File: src/rtl/cla64_pkg.sv
package cla64_pkg;
  // Lookahead radix: lanes combined by every lookahead stage.
  localparam int LANES     = 4;
  // Bits per section and overall width follow from the radix.
  localparam int SEC_W     = LANES * LANES;
  localparam int ADD_W     = SEC_W * LANES;
endpackage

File: src/rtl/cla_carry_unit.sv
// Two-level carry lookahead: carries 1..NC from lane generate/propagate and carry-in.
module cla_carry_unit #(
  parameter int LANES = 4,
  parameter int NC    = LANES - 1
) (
  input  logic [LANES-1:0] g_i,
  input  logic [LANES-1:0] p_i,
  input  logic             c_i,
  output logic [NC:1]      c_o
);
  logic acc;
  logic term;

  always_comb begin
    c_o  = '0;
    acc  = 1'b0;
    term = 1'b0;
    for (int k = 1; k <= NC; k++) begin
      // product term carrying the input carry through all lower lanes
      term = c_i;
      for (int m = 0; m < k; m++) term = term & p_i[m];
      acc = term;
      // product terms for each lane generating and the rest propagating
      for (int j = 0; j < k; j++) begin
        term = g_i[j];
        for (int m = j + 1; m < k; m++) term = term & p_i[m];
        acc = acc | term;
      end
      c_o[k] = acc;
    end
  end
endmodule

File: src/rtl/cla_group_gp.sv
// Two-level group generate / propagate over LANES lanes.
module cla_group_gp #(
  parameter int LANES = 4
) (
  input  logic [LANES-1:0] g_i,
  input  logic [LANES-1:0] p_i,
  output logic             grp_g_o,
  output logic             grp_p_o
);
  logic term;

  always_comb begin
    grp_p_o = 1'b1;
    for (int m = 0; m < LANES; m++) grp_p_o = grp_p_o & p_i[m];
    grp_g_o = 1'b0;
    term    = 1'b0;
    for (int j = 0; j < LANES; j++) begin
      term = g_i[j];
      for (int m = j + 1; m < LANES; m++) term = term & p_i[m];
      grp_g_o = grp_g_o | term;
    end
  end
endmodule

File: src/rtl/cla_section.sv
// One section: LANES groups of LANES bits, with an inner lookahead stage.
module cla_section #(
  parameter int LANES = 4,
  localparam int SW   = LANES * LANES
) (
  input  logic [SW-1:0] a_i,
  input  logic [SW-1:0] b_i,
  input  logic          c_i,
  output logic [SW-1:0] sum_o,
  output logic          sec_g_o,
  output logic          sec_p_o
);
  logic [SW-1:0]    bit_g;
  logic [SW-1:0]    bit_p;
  logic [SW-1:0]    bit_c;
  logic [LANES-1:0] grp_g;
  logic [LANES-1:0] grp_p;
  logic [LANES-1:0] grp_c;

  // Bit level: one gate each
  assign bit_g = a_i & b_i;
  assign bit_p = a_i ^ b_i;

  // Group carries from the section's inner lookahead stage
  assign grp_c[0] = c_i;

  cla_carry_unit #(.LANES(LANES), .NC(LANES - 1)) u_grp_carry (
    .g_i (grp_g),
    .p_i (grp_p),
    .c_i (c_i),
    .c_o (grp_c[LANES-1:1])
  );

  cla_group_gp #(.LANES(LANES)) u_sec_gp (
    .g_i     (grp_g),
    .p_i     (grp_p),
    .grp_g_o (sec_g_o),
    .grp_p_o (sec_p_o)
  );

  for (genvar gi = 0; gi < LANES; gi++) begin : g_grp
    localparam int LO = gi * LANES;

    cla_group_gp #(.LANES(LANES)) u_gp (
      .g_i     (bit_g[LO +: LANES]),
      .p_i     (bit_p[LO +: LANES]),
      .grp_g_o (grp_g[gi]),
      .grp_p_o (grp_p[gi])
    );

    assign bit_c[LO] = grp_c[gi];

    cla_carry_unit #(.LANES(LANES), .NC(LANES - 1)) u_bit_carry (
      .g_i (bit_g[LO +: LANES]),
      .p_i (bit_p[LO +: LANES]),
      .c_i (grp_c[gi]),
      .c_o (bit_c[LO+LANES-1 : LO+1])
    );
  end

  assign sum_o = bit_p ^ bit_c;
endmodule

File: src/rtl/cla64_adder.sv
// Top: LANES sections joined by a section-level lookahead stage.
module cla64_adder
  import cla64_pkg::*;
(
  input  logic [ADD_W-1:0] a_i,
  input  logic [ADD_W-1:0] b_i,
  input  logic             cin_i,
  output logic [ADD_W-1:0] sum_o,
  output logic             cout_o
);
  logic [LANES-1:0] sec_g;
  logic [LANES-1:0] sec_p;
  logic [LANES:0]   sec_carry;

  assign sec_carry[0] = cin_i;

  // Carries into each section and out of the top, all from cin_i and section G/P
  cla_carry_unit #(.LANES(LANES), .NC(LANES)) u_top_carry (
    .g_i (sec_g),
    .p_i (sec_p),
    .c_i (cin_i),
    .c_o (sec_carry[LANES:1])
  );

  for (genvar si = 0; si < LANES; si++) begin : g_sec
    cla_section #(.LANES(LANES)) u_sec (
      .a_i     (a_i[si*SEC_W +: SEC_W]),
      .b_i     (b_i[si*SEC_W +: SEC_W]),
      .c_i     (sec_carry[si]),
      .sum_o   (sum_o[si*SEC_W +: SEC_W]),
      .sec_g_o (sec_g[si]),
      .sec_p_o (sec_p[si])
    );
  end

  assign cout_o = sec_carry[LANES];
endmodule

File: config.mk
export PLATFORM = sky130hd
export DESIGN_NAME = cla64_adder
export DESIGN_NICKNAME = d
export VERILOG_FILES = /design/src/rtl/cla64_pkg.sv /design/src/rtl/cla_carry_unit.sv /design/src/rtl/cla_group_gp.sv /design/src/rtl/cla_section.sv /design/src/rtl/cla64_adder.sv
export SDC_FILE = /design/constraint.sdc
export NUM_CORES = 1
export LEC_CHECK = 0
export ABC_AREA = 1
export BUFFER_PORTS_ARGS = -buffer_cell sky130_fd_sc_hd__buf_2
export CAP_MARGIN = 25
export CORE_MARGIN = 4
export CORE_UTILIZATION = 31
export DETAILED_ROUTE_END_ITERATION = 6
export PLACE_DENSITY = 0.58
export SETUP_SLACK_MARGIN = 0.02
export SLEW_MARGIN = 20
export SYNTH_ARGS = -nofsm -noshare
export SYNTH_HDL_FRONTEND = slang
export SYNTH_SLANG_ARGS = --single-unit
File: constraint.sdc
create_clock -name vclk -period 8.2
set_clock_uncertainty 0.2 [all_clocks]
set_input_delay 1.23 -clock vclk [all_inputs]
set_output_delay 1.23 -clock vclk [all_outputs]
set_load 0.05 [all_outputs]
==> impl_metrics.yaml <==
sta:
  finalCritPeriodShare: 0.6332
  fin_tns_setup_ps: 0
  hold_violations: 0
  tightest_slew_ps: 396.6
  setup_viol: 0
  fmax_mhz: 192.6
  maxSlewHeadroom: 0.7331
  post-route-min-period_ps: 5192
  rsz0062_at_grt: "no"
  drv_slew: 0
cells_and_area:
  nets: 830
  final_common_cell: "buf_2"
  area_growth_pct: 36.92
  n_clock_buffer: 0
  final_cell_mix: "buf_2 (194), nand2_1 (83), ha_1 (80)"
  antenna_cells: 0
  post_route_cells_drive_above_1_share: 0.3748
  seq_cell_count: 0
  ff_latch_area_um2: 0
pwr:
  leakage_nw: 2.371
  power_w: 0.0005719
  power_switching_w: 0.0004165
  clkPwrFrac: 0
  internal-power_w: 0.0001554
  vdd_drop_max_mv: 0.08528
  seq_power_share: 0
  comb_power_share: 1.000
  pwr_density_cell_mw_per_mm2: 135.6
  swShare: 0.7282
setup_path:
  end_kind: "output pin"
  cp.required_ps: 6770
  cp_num_buf_inv: 2
  slowest_stage: "ha_1"
  cp_cell_sequence: "buf_2 > ha_1 > nand2_2 > nand2_1 > nand2_1 > nand2_1 > a21oi_2 > nand4_2 > nand2_1 > nand2_4 > a21o_1 > nand2_1 > nand2_1 > ha_1 > nand2_1 > nand2_1 > a21oi_1 > xnor2_1 > buf_2"
  worstSetupPathType: "in2out"
  cp_max_fo: 5
  critPathLaunchType: "input port"
  crit_family: "simple AND/OR/NAND/NOR gates"
  path_common_cell: "nand2_1"
  arrival_ps: 3760
  max_stage_delay_ps: 350
yosys:
  syn-cell-area_mm2: 0.003080
  yosysUniqueCellTypes: 29
  yosysWarnings: 0
  syn_nets: 634
  synth.avg_cell_area_um2: 7.532
  synth_seq_area_share: 0
  synthCells: 409
floorplan:
  start_util: 0.3166
  ios: 194
  row_count: 36
  die_h_um: 107.7
  die_w_um: 107.7
  coreArea_mm2: 0.009729
  dieArea_mm2: 0.01160
route:
  vias_per_cell: 4.572
  drt-initial-drc-count: 80
  vias: 3365
  dr.pass1.iters: 4
  antenna_left: 0
  post_drt_wl_per_cell_um: 11.91
  drc_errors: 0
  wirelength_um: 8763
clocking:
  cts_resized: 0
  ctsHoldBuffers: 0
  postCtsSetupRepairBufs: 0
grt:
  grt.total_usage: 0.1389
  grt_antenna_before_repair: 0
  grt_max_degree: 8
  overflow: 0
  grt_pass1_vias: 3273
  grt_pass1_wl_um: 13830
placement:
  place_hpwl_um: 8387
  io_buffers: 194
  place.gp.congestion: 0.8232
min_path:
  hold_path.class: "in2out"
job:
  cap_violations: 0
status:
  status: "completed"
==> power by group through the flow <==
| stage | sequential [W] | combinational [W] | clock [W] |
|---|---|---|---|
| final | 0 | 0.000572 | 0 |
| after detailed placement | 0 | 0.000577 | 0 |
| after global placement | 0 | 0.000572 | 0 |
| after global routing | 0 | 0.000612 | 0 |
| after floorplan | 0 | 0.000447 | 0 |
| after CTS | 0 | 0.000578 | 0 |
==> kinds of logic after synthesis <==
logic type               after synthesis  synth area share
AND/OR/NAND/NOR                      170            0.2864
adder cells (fa/ha/maj)               96            0.4289
AO/OA/AOI/OAI                         54           0.09829
XOR/XNOR                              48            0.1365
buffers and inverters                 41           0.04996
==> layout make-up <==
class                           instances  area [µm²]
Inverter                               41       153.9
Tap cell                              133       166.4
Fill cell                            1020        5512
Timing Repair Buffer                  194       970.9
Multi-Input combinational cell        368        2927
==> metal layers <==
metal | up-vias | global-route usage | share of wire
li1 | 1778 | - | -
met1 | 1490 | 0.1670 | 0.41
met2 | 89 | 0.2749 | 0.53
met3 | 8 | 0.007199 | 0.048
met4 | 0 | 0.01713 | 0.016
met5 | - | 0 | 0
==> stage by stage <==
step / util / worst slack, ps / hold slack, ps / area [µm²] / std cells
final: 0.4335 / 3008 / 2762 / 4218 / 736
after global routing: 0.4335 / 2739 / 2790 / 4218 / 736
after CTS: 0.4335 / 2976 / 2767 / 4218 / 736
after detailed placement: 0.4335 / 2991 / 2771 / 4218 / 736
after global placement: 0.4335 / 3027 / 2767 / 4218 / 736
after floorplan: - / 3042 / 2653 / 3080 / 409
==> final timing paths <==
kind | slack [ps] | depth (start not counted) | to | startpoint
setup / recovery | 3010 | 19 | sum_o[43] | a_i[13]
hold / removal | 2760 | 3 | sum_o[24] | b_i[24]
==> cell usage after synthesis, drive strengths merged <==
cell type,count,area [µm²]
or2,2,15.02
o21ai,8,40.04
a21oi,36,187.7
inv,41,153.9
fa,16,320.3
nor3,2,21.27
nand3,32,190.2
xor2,36,315.3
xnor2,12,105.1
nor4,1,6.260
nand4,18,118.9
nand2,91,376.6
nor2,23,141.4
a21o,5,37.54
ha,80,1001
o21bai,2,15.01
nor3b,1,12.51
a211oi,3,22.52
No activity file was read; power rests on OpenSTA's default activity.
